==> src/rtl/frac_mul_pkg.sv <==
package frac_mul_pkg;

  // Largest left shift supported by a code set of the given size.
  function automatic int left_limit(input int codes);
    return codes / 2;
  endfunction

  // Signed shift distance for a code: positive is left, negative is right.
  function automatic int shift_for_code(input int codes, input int code);
    return left_limit(codes) - code;
  endfunction

endpackage

==> src/rtl/frac_product_stage.sv <==
module frac_product_stage #(
  parameter int W  = 16,
  parameter int CW = 3
) (
  input  logic            clk,
  input  logic            rst,
  input  logic            adv,
  input  logic            in_valid,
  input  logic [W-1:0]    in_a,
  input  logic [W-1:0]    in_b,
  input  logic [CW-1:0]   in_code,
  output logic            p_valid,
  output logic [2*W-1:0]  p_prod,
  output logic [CW-1:0]   p_code
);
  localparam int PW = 2 * W;

  logic [PW-1:0] a_ext;
  logic [PW-1:0] b_ext;
  logic [PW-1:0] prod_c;

  // Sign-extend both operands; the low PW bits of the unsigned product
  // equal the signed product.
  assign a_ext  = {{W{in_a[W-1]}}, in_a};
  assign b_ext  = {{W{in_b[W-1]}}, in_b};
  assign prod_c = a_ext * b_ext;

  always_ff @(posedge clk) begin
    if (rst) begin
      p_valid <= 1'b0;
    end else if (adv) begin
      p_valid <= in_valid;
    end
  end

  always_ff @(posedge clk) begin
    if (adv) begin
      p_prod <= prod_c;
      p_code <= in_code;
    end
  end

endmodule

==> src/rtl/frac_align_extract.sv <==
module frac_align_extract #(
  parameter int W     = 16,
  parameter int CODES = 8,
  parameter int CW    = 3
) (
  input  logic [2*W-1:0] prod,
  input  logic [CW-1:0]  code,
  output logic [W-1:0]   result
);
  localparam int PW = 2 * W;

  logic [W-1:0] cand [CODES];

  // One candidate word per shift code, each cut from the full product.
  for (genvar k = 0; k < CODES; k++) begin : g_cand
    localparam int SH = frac_mul_pkg::shift_for_code(CODES, k);
    if (SH >= 0) begin : g_left
      logic [PW-1:0] moved;
      assign moved    = (prod << SH) >> (W - 1);
      assign cand[k]  = moved[W-1:0];
    end else begin : g_right
      logic signed [PW-1:0] moved;
      assign moved    = $signed(prod) >>> (W - 1 - SH);
      assign cand[k]  = moved[W-1:0];
    end
  end

  assign result = cand[code];

endmodule

==> src/rtl/frac_output_stage.sv <==
module frac_output_stage #(
  parameter int W = 16
) (
  input  logic         clk,
  input  logic         rst,
  input  logic         adv,
  input  logic         d_valid,
  input  logic [W-1:0] d_word,
  output logic         q_valid,
  output logic [W-1:0] q_word
);

  always_ff @(posedge clk) begin
    if (rst) begin
      q_valid <= 1'b0;
    end else if (adv) begin
      q_valid <= d_valid;
    end
  end

  always_ff @(posedge clk) begin
    if (adv) begin
      q_word <= d_word;
    end
  end

endmodule

==> src/rtl/frac_shift_mul.sv <==
module frac_shift_mul #(
  parameter int DATA_W      = 16,
  parameter int SHIFT_CODES = 8,
  localparam int CODE_W     = (SHIFT_CODES > 1) ? $clog2(SHIFT_CODES) : 1
) (
  input  logic              clk,
  input  logic              rst,
  input  logic              in_valid,
  output logic              in_ready,
  input  logic [DATA_W-1:0] in_a,
  input  logic [DATA_W-1:0] in_b,
  input  logic [CODE_W-1:0] in_shift,
  output logic              out_valid,
  input  logic              out_ready,
  output logic [DATA_W-1:0] out_data
);

  logic                adv;
  logic                p_valid;
  logic [2*DATA_W-1:0] p_prod;
  logic [CODE_W-1:0]   p_code;
  logic [DATA_W-1:0]   aligned;

  // Both stages move together; they stall only when a result waits unread.
  assign adv      = !out_valid || out_ready;
  assign in_ready = adv;

  frac_product_stage #(.W(DATA_W), .CW(CODE_W)) u_prod (
    .clk      (clk),
    .rst      (rst),
    .adv      (adv),
    .in_valid (in_valid),
    .in_a     (in_a),
    .in_b     (in_b),
    .in_code  (in_shift),
    .p_valid  (p_valid),
    .p_prod   (p_prod),
    .p_code   (p_code)
  );

  frac_align_extract #(.W(DATA_W), .CODES(SHIFT_CODES), .CW(CODE_W)) u_align (
    .prod   (p_prod),
    .code   (p_code),
    .result (aligned)
  );

  frac_output_stage #(.W(DATA_W)) u_out (
    .clk     (clk),
    .rst     (rst),
    .adv     (adv),
    .d_valid (p_valid),
    .d_word  (aligned),
    .q_valid (out_valid),
    .q_word  (out_data)
  );

endmodule

==> config.mk <==
export PLATFORM = sky130hd
export DESIGN_NAME = frac_shift_mul
export DESIGN_NICKNAME = d
export VERILOG_FILES = /design/src/rtl/frac_mul_pkg.sv /design/src/rtl/frac_product_stage.sv /design/src/rtl/frac_align_extract.sv /design/src/rtl/frac_output_stage.sv /design/src/rtl/frac_shift_mul.sv
export SDC_FILE = /design/constraint.sdc
export NUM_CORES = 1
export LEC_CHECK = 0
export ABC_AREA = 1
export BUFFER_PORTS_ARGS = -buffer_cell sky130_fd_sc_hd__buf_2
export CORE_ASPECT_RATIO = 1.25
export CORE_MARGIN = 4
export CORE_UTILIZATION = 24
export CTS_BUF_LIST = sky130_fd_sc_hd__clkbuf_4
export CTS_CLUSTER_SIZE = 25
export DETAILED_ROUTE_END_ITERATION = 12
export SLEW_MARGIN = 20
export SYNTH_ARGS = -nofsm -noshare
export SYNTH_HDL_FRONTEND = slang
export SYNTH_SLANG_ARGS = --single-unit
export TNS_END_PERCENT = 10
==> constraint.sdc <==
create_clock -name clk -period 13.7 [get_ports clk]
set_input_delay 0.685 -clock clk [delete_from_list [all_inputs] [get_ports clk]]
set_output_delay 0.685 -clock clk [all_outputs]
set_load 0.01 [all_outputs]
==> impl_metrics.env, run 1 <==
export IMPL_synth_net_count=2027
export IMPL_max_freq_mhz=168
export IMPL_final_cells=2314
export IMPL_die_area_sq_mm=0.0562
export IMPL_synth_commonest_cells="inv_1 (501), nand2_1 (463), fa_1 (261)"
export IMPL_grt_pass1_vias=10990
export IMPL_nNetsFinal=2026
export IMPL_placed_area_sq_mm=0.0135
export IMPL_synth_edf_count=40
export IMPL_gp_congestion=0.853
export IMPL_dp_cells=2305
export IMPL_fin_crit_sh_pct=43.4
export IMPL_final_area_sq_mm=0.0135
export IMPL_worstSetupPathType="in2reg"
export IMPL_drtAntennaViolNets=0
export IMPL_synthDistinctLibCells=36
export IMPL_setup_total_negative_slack_ps=0
export IMPL_grt_pass1_wl_mm=52.4
export IMPL_grt_usage_pct=11.4
export IMPL_async_reset_ff_share_pct=0
export IMPL_seq_area_frac_synth_pct=9.85
export IMPL_cts_tree="done"
export IMPL_rsz0062_at_grt="no"
export IMPL_synth_cells=1648
export IMPL_fin_crit_ps=5950
export IMPL_relSlewSlack_pct=54.5
export IMPL_fillers=5616
export IMPL_cts_setup_buffers=0
export IMPL_cts_resized=0
export IMPL_cp_start_kind="input pin"
export IMPL_finalClockSkew_ps=7.44
export IMPL_yosys_top_cells_area="fa_1 (41%), inv_1 (15%), nand2_1 (14%)"
export IMPL_drive_gt1_share_pct=5.95
export IMPL_vias_per_cell=4.23
export IMPL_clockBufferDepth=2
export IMPL_firstDrtPassIters=5
export IMPL_routed_wl_mm=30.5
export IMPL_grt_max_degree=42
export IMPL_path_clk_slew_ps=120
export IMPL_ys_ff_latch=42
export IMPL_pre_cts_slack_ps=7350
export IMPL_drt_iter0_drc=523
export IMPL_synthFlopType="edfxtp_1"
export IMPL_holdCritPathClass="reg2reg"
export IMPL_dp_hpwl_mm=26.2
export IMPL_io_buffers=56
export IMPL_synth_area_sq_mm=0.0126
export IMPL_maxCapViolCount=0
export IMPL_ctsHoldBuffers=0
export IMPL_status="finished clean"
export IMPL_slew_violations=0
export IMPL_ioPinCount=57
export IMPL_crit_arrival_ps=6100
export IMPL_rows=93
export IMPL_worstMarginPinSlew_ps=682
export IMPL_num_vias=9783
export IMPL_start_util_pct=24.3
export IMPL_cts_num_sinks=42
export IMPL_setup_viol=0
export IMPL_htree_num_levels=2
export IMPL_endpoint_kind="flip-flop"
export IMPL_hold_violations=0
export IMPL_cp_max_fo=16
export IMPL_clock_latency_ps=350
export IMPL_synth_top_area_share_pct=41.5
export IMPL_synth_avg_cell_area_sq_um=7.64
export IMPL_cts_root_buf="clkbuf_4"
export IMPL_setup_slack_ps=7750
export IMPL_wl_per_cell_um=13.2
export IMPL_core_sq_mm=0.0518
export IMPL_grt_overflow_total=0
export IMPL_synth_top_area_cell="fa_1"
export IMPL_drcViolationCount=0
export IMPL_cts_buffers=5
export IMPL_antenna_found_initial=1
export IMPL_critPathRequiredTime_ps=13850
export IMPL_syn_to_final_growth_pct=7.29
export IMPL_yosysWarnings=0
export IMPL_die_x_um=213
export IMPL_die_h_um=264
export IMPL_yosys_cell_count_top_type="inv_1"
[flip-flops by register name (all words and copies together) (netlist names)]
| name | count |
|---|---|
| u_prod.p_valid | 1 |
| u_prod.p_prod | 21 |
| u_out.q_valid | 1 |
| u_prod.p_code | 3 |
| u_out.q_word | 16 |
[final timing paths]
kind / start / endpoint / slack (ps) / depth (start not counted)
worst max-delay path: in_a[7] / u_prod.p_prod[15] / 7750 / 19
worst min-delay path: u_prod.p_valid / u_prod.p_valid / 470 / 2
worst max register to register: u_prod.p_code[0] / u_out.q_word[13] / 11460 / 6
worst min register to register: u_prod.p_valid / u_prod.p_valid / 470 / 2
[cell type report]
class,instances,area (sq um),area share (%)
multi-input cells,1036,9200,68.1
inverters,505,1900,14.0
flip-flops and latches,42,1240,9.18
well taps,665,832,6.16
repair buffers,57,288,2.13
clock buffers,7,52.6,0.389
clock inverters,1,3.75,0.0278
diodes,1,2.50,0.0185
[per-stage QoR]
stage	utilization (%)	hold slack, ps
floorplan	-	438
global placement	26.0	445
detailed placement	26.0	458
CTS	26.1	470
global route	26.1	476
finish	26.1	471
[cell usage in the layout (no fill, tap or decap), types with 2 or more instances in the layout]
master | synthesis | routed
inv_1 | 501 | 501
nand2_1 | 463 | 463
fa_1 | 261 | 261
ha_1 | 79 | 79
buf_2 | 4 | 56
nor2_1 | 52 | 52
o21ai_0 | 45 | 45
edfxtp_1 | 40 | 40
nand3_1 | 39 | 39
a21oi_1 | 32 | 32
nand2_2 | 13 | 13
or2_2 | 7 | 7
xor2_1 | 7 | 7
clkbuf_4 | 0 | 7
o21bai_1 | 5 | 5
nor3_1 | 5 | 5
mux2i_1 | 5 | 5
nor2_2 | 4 | 4
xnor2_1 | 4 | 4
inv_2 | 4 | 4
nor3_2 | 2 | 2
nand4_1 | 2 | 2
dfxtp_1 | 2 | 2
[cell families (layout without fill, tap and decap cells)]
| family | count (synthesis) | count (layout) | share of synthesized area [%] |
|---|---|---|---|
| AOI/OAI and AO/OA | 87 | 87 | 3.64 |
| xor gates and xnor gates | 11 | 11 | 0.765 |
| adders and majority gates | 340 | 340 | 49.3 |
| buffers and inverters | 570 | 570 | 17.1 |
| DFF | 42 | 42 | 9.85 |
| muxes | 5 | 5 | 0.397 |
| other | 0 | 1 | 0 |
| and+or+nand+nor | 593 | 593 | 18.9 |
[worst max-delay path, stage by stage]
cell     delay, ps
buf_2          360
nand2_1        140
fa_1           560
inv_1           50
fa_1           500
inv_1           60
fa_1           520
inv_1           50
fa_1           450
fa_1           490
inv_1           50
fa_1           520
inv_1           60
ha_1           360
a21oi_1        320
o21ai_0        230
nor2_1         190
nand2_2        160
xor2_1         320
[metal layers]
layer	vias to the layer above	wire (um)	track usage, %
met5	-	0	0
met4	0	879	3.22
met3	54	793	0.653
met2	190	17200	22.9
met1	4883	11700	12.5
li1	4656	-	-
Power of run 1 is not shown: default switching activity piles up to over one toggle a cycle in this logic, so the estimate is an artifact.
==> inputs of run 2 (changes only) <==
- clock period: 13.7 -> 5.2 ns (I/O delays scaled with it)
==> impl_metrics.env, run 2 (synthesized netlist as in run 1, its figures left out) <==
export IMPL_fin_crit_sh_pct=98.1
export IMPL_crit_top_cell="fa_1"
export IMPL_clock_latency_ps=360
export IMPL_final_common_cell="inv_1"
export IMPL_cp_start_kind="input pin"
export IMPL_hold_violations=0
export IMPL_core_sq_mm=0.0518
export IMPL_worstPathCellList="buf_4, buf_4, nand2_1, inv_1, fa_1, inv_1, fa_1, fa_1, inv_1, fa_1, fa_1, inv_1, fa_1, inv_1, ha_2, nand2_1, buf_4, nor4_2, nand2_1, nand3_1, nand2_1"
export IMPL_ioPinCount=57
export IMPL_status="finished clean"
export IMPL_antenna_found_initial=2
export IMPL_maxCapViolCount=0
export IMPL_slew_violations=0
export IMPL_reg2reg_depth=6
export IMPL_layout_common_cells="inv_1 (501), nand2_1 (455), fa_1 (255), buf_4 (129), ha_1 (67)"
export IMPL_fin_crit_ps=5100
export IMPL_holdCritPathClass="in2reg"
export IMPL_crit_cells=21
export IMPL_top_register="u_prod.p_prod"
export IMPL_rows=93
export IMPL_largest_reg_flops=21
export IMPL_ctsHoldBuffers=0
export IMPL_critPathRequiredTime_ps=5310
export IMPL_drive_gt1_share_pct=15.2
export IMPL_cts_tree="done"
export IMPL_drtAntennaViolNets=0
export IMPL_cts_root_buf="clkbuf_4"
export IMPL_die_area_sq_mm=0.0562
export IMPL_setup_viol=0
export IMPL_drcViolationCount=0
export IMPL_worstSetupPathType="in2reg"
export IMPL_start_util_pct=24.3
export IMPL_grt_pass1_vias=11035
export IMPL_whs_path_depth=2
export IMPL_max_freq_mhz=196
export IMPL_path_clk_slew_ps=140
export IMPL_dp_hpwl_mm=28.4
export IMPL_cts_num_sinks=42
export IMPL_grt_overflow_total=0
export IMPL_die_x_um=213
export IMPL_wl_per_cell_um=13.0
export IMPL_gp_congestion=0.879
export IMPL_firstDrtPassIters=5
export IMPL_crit_arrival_ps=5210
export IMPL_path_buf_inv=8
export IMPL_grt_usage_pct=11.7
export IMPL_reg_largest_list="u_prod.p_prod: 21 flops, u_out.q_word: 16 flops, u_prod.p_code: 3 flops"
export IMPL_syn_to_final_growth_pct=16.9
export IMPL_worstMarginPinSlew_ps=692
export IMPL_vias_per_cell=4.12
export IMPL_die_h_um=264
export IMPL_routed_wl_mm=31.8
export IMPL_crit_slowest_cell="fa_1"
export IMPL_cp_max_fo=8
export IMPL_setup_total_negative_slack_ps=0
export IMPL_cts_buffers=5
export IMPL_num_vias=10058
export IMPL_reg2reg_slack_ps=2960
export IMPL_relSlewSlack_pct=53.8
export IMPL_nNetsFinal=2153
export IMPL_rsz0062_at_grt="yes"
export IMPL_grt_max_degree=42
export IMPL_io_buffers=56
export IMPL_htree_num_levels=2
export IMPL_crit_family="adder cells"
export IMPL_critPathMaxStageDelay_ps=530
export IMPL_endpoint_kind="flip-flop"
export IMPL_drt_iter0_drc=514
export IMPL_clockBufferDepth=2
export IMPL_finalClockSkew_ps=17.4
export IMPL_grt_pass1_wl_mm=54.0
[run 2: timing repair]
| action | CTS | global route |
|---|---|---|
| cloned | 0 | 0 |
| setup buffers | 2 | 1 |
| setup endpoints to repair | 8 | 18 |
| hold endpoints to repair | 0 | 0 |
| pin swaps | 1 | 9 |
| resized for setup | 4 | 64 |
[run 2: layout make-up]
| cell class | count | area [sq um] |
|---|---|---|
| sequential | 42 | 1240 |
| timing repair buffer | 184 | 1280 |
| fill | 5587 | 37000 |
| clock buffer | 6 | 45.0 |
| clock inverter | 2 | 13.8 |
| antenna | 2 | 5.00 |
| multi-input combinational | 1036 | 9420 |
| inverter | 505 | 1900 |
| tap | 665 | 832 |
[run 2: worst paths after layout]
| kind | start | end |
|---|---|---|
| hold / removal | rst | u_prod.p_valid |
| hold reg to reg | u_prod.p_valid | u_prod.p_valid |
| setup reg to reg | u_prod.p_code[0] | u_out.q_word[13] |
| setup / recovery | in_b[4] | u_prod.p_prod[26] |
[run 2: routing by layer]
layer | GRT usage, % | share of wire [%]
met1 | 13.1 | 38
met2 | 23.9 | 57
met3 | 0.416 | 2.0
met4 | 2.79 | 2.1
met5 | 0 | 0
[run 2: stage by stage]
stage               cell area, sq um  util [%]  cells  setup WS [ps]  hold slack [ps]
global placement               14400      27.8   2429           -492              431
detailed placement             14400      27.8   2429           -552              438
floorplan                      12600         -   1648          -19.1              329
finish                         14700      28.5   2442            100             43.0
global route                   14700      28.5   2442          -92.8             28.6
CTS                            14500      28.0   2439           2.00             12.9
Power of run 2 is left out for the same reason.
==> inputs of run 3 (changes only) <==
- CORE_ASPECT_RATIO: 1.25 -> 0.6
==> impl_metrics.env, run 3 (synthesized netlist as in run 1, its figures left out) <==
export IMPL_grt_use_met1_pct=18.9
export IMPL_clockBufferDepth=2
export IMPL_grt_max_degree=43
export IMPL_cp_start_kind="input pin"
export IMPL_grt_pass1_wl_mm=55.1
export IMPL_final_util_pct=29.3
export IMPL_final_common_cell="inv_1"
export IMPL_layout_common_cells="inv_1 (497), nand2_1 (451), fa_1 (254), buf_4 (144), ha_1 (65)"
export IMPL_grt_overflow_total=0
export IMPL_vias_per_cell=4.14
export IMPL_ioPinCount=57
export IMPL_gp_congestion=0.873
export IMPL_syn_to_final_growth_pct=19.5
export IMPL_die_x_um=304
export IMPL_reg_largest_list="u_prod.p_prod: 21 flops, u_out.q_word: 16 flops, u_prod.p_code: 3 flops"
export IMPL_relSlewSlack_pct=53.3
export IMPL_fillers=5609
export IMPL_fin_crit_ps=5170
export IMPL_maxCapViolCount=0
export IMPL_hold_violations=0
export IMPL_path_clk_slew_ps=130
export IMPL_worstMarginPinSlew_ps=700
export IMPL_cts_root_buf="clkbuf_4"
export IMPL_crit_arrival_ps=5300
export IMPL_num_vias=10280
export IMPL_clock_latency_ps=380
export IMPL_drtAntennaViolNets=0
export IMPL_io_buffers=56
export IMPL_critPathRequiredTime_ps=5330
export IMPL_firstDrtPassIters=6
export IMPL_rsz0062_at_grt="yes"
export IMPL_dp_hpwl_mm=29.4
export IMPL_die_area_sq_mm=0.0563
export IMPL_largest_reg_flops=21
export IMPL_cts_buffers=5
export IMPL_htree_num_levels=2
export IMPL_routed_wl_mm=32.7
export IMPL_grt_util_met3_pct=1.76
export IMPL_wl_per_cell_um=13.2
export IMPL_cts_tree="done"
export IMPL_cp_max_fo=9
export IMPL_nNetsFinal=2166
export IMPL_drcViolationCount=0
export IMPL_grt_usage_pct=12.0
export IMPL_ctsHoldBuffers=0
export IMPL_start_util_pct=24.5
export IMPL_rows=64
export IMPL_hold_ws_ps=29.2
export IMPL_setup_viol=0
export IMPL_status="finished clean"
export IMPL_met2_usage_pct=17.7
export IMPL_endpoint_kind="flip-flop"
export IMPL_top_register="u_prod.p_prod"
export IMPL_core_sq_mm=0.0514
export IMPL_holdCritPathClass="in2reg"
export IMPL_grt_busiest_layer="met1"
export IMPL_worstSetupPathType="in2reg"
export IMPL_die_h_um=185
export IMPL_max_freq_mhz=193
export IMPL_drive_gt1_share_pct=16.4
export IMPL_antenna_found_initial=0
export IMPL_cts_num_sinks=42
export IMPL_fin_crit_sh_pct=99.5
export IMPL_grt_pass1_vias=10759
export IMPL_n_antenna_cell=0
export IMPL_slew_violations=0
export IMPL_finalClockSkew_ps=19.3
export IMPL_drt_iter0_drc=666
[run 3: routing by layer]
layer / wire (um) / share of wire [%]
met2: 13100 / 40
met4: 216 / 0.66
met1: 17100 / 52
met3: 2250 / 6.9
met5: 0 / 0
[run 3: final cells by class]
cell class | count | area (sq um) | area share (%)
Inverter | 505 | 1900 | 12.6
Tap cell | 693 | 867 | 5.76
Multi-Input combinational cell | 1036 | 9500 | 63.1
Clock buffer | 6 | 45.0 | 0.299
Sequential cell | 42 | 1240 | 8.24
Clock inverter | 2 | 37.5 | 0.249
Timing Repair Buffer | 197 | 1460 | 9.72
[run 3: worst paths after layout]
| kind | from | end | slack [ps] | cells after the start |
|---|---|---|---|---|
| max | in_b[3] | u_prod.p_prod[28] | 30 | 22 |
| min | rst | u_prod.p_valid | 30 | 2 |
| max reg2reg | u_prod.p_code[0] | u_out.q_word[13] | 2960 | 6 |
| min reg2reg | u_prod.p_valid | u_prod.p_valid | 490 | 2 |
[run 3: repair_timing]
action,4_1_cts,5_1_grt
endpoints found under the setup margin,7,17
resized for setup,23,67
buffers inserted,6,6
pin swaps,3,20
[run 3: worst max-delay path, cell delays in order]
cell and delay, ps:
buf_2 180, nand2_1 110, inv_1 70, fa_2 640, buf_4 140, fa_1 420
fa_1 490, fa_1 510, fa_1 490, inv_1 50, fa_1 470, inv_1 40
ha_1 300, buf_4 160, nand2_2 100, inv_1 70, a21oi_2 220, nand2_1 130
a21oi_1 230, nand2_1 80, nand2_1 80, nand2_2 50
[run 3: metrics by stage]
step	cells	TNS, ps	instance area, sq um	setup WS (ps)
final	2481	0	15100	27.9
after global routing	2481	-474	15100	-117
after CTS	2476	-16.0	14800	-16.0
after detailed placement	2462	-6630	14500	-679
after global placement	2462	-5920	14500	-676
after floorplan	1648	-66.5	12600	-19.1
Power of run 3 is left out for the same reason.
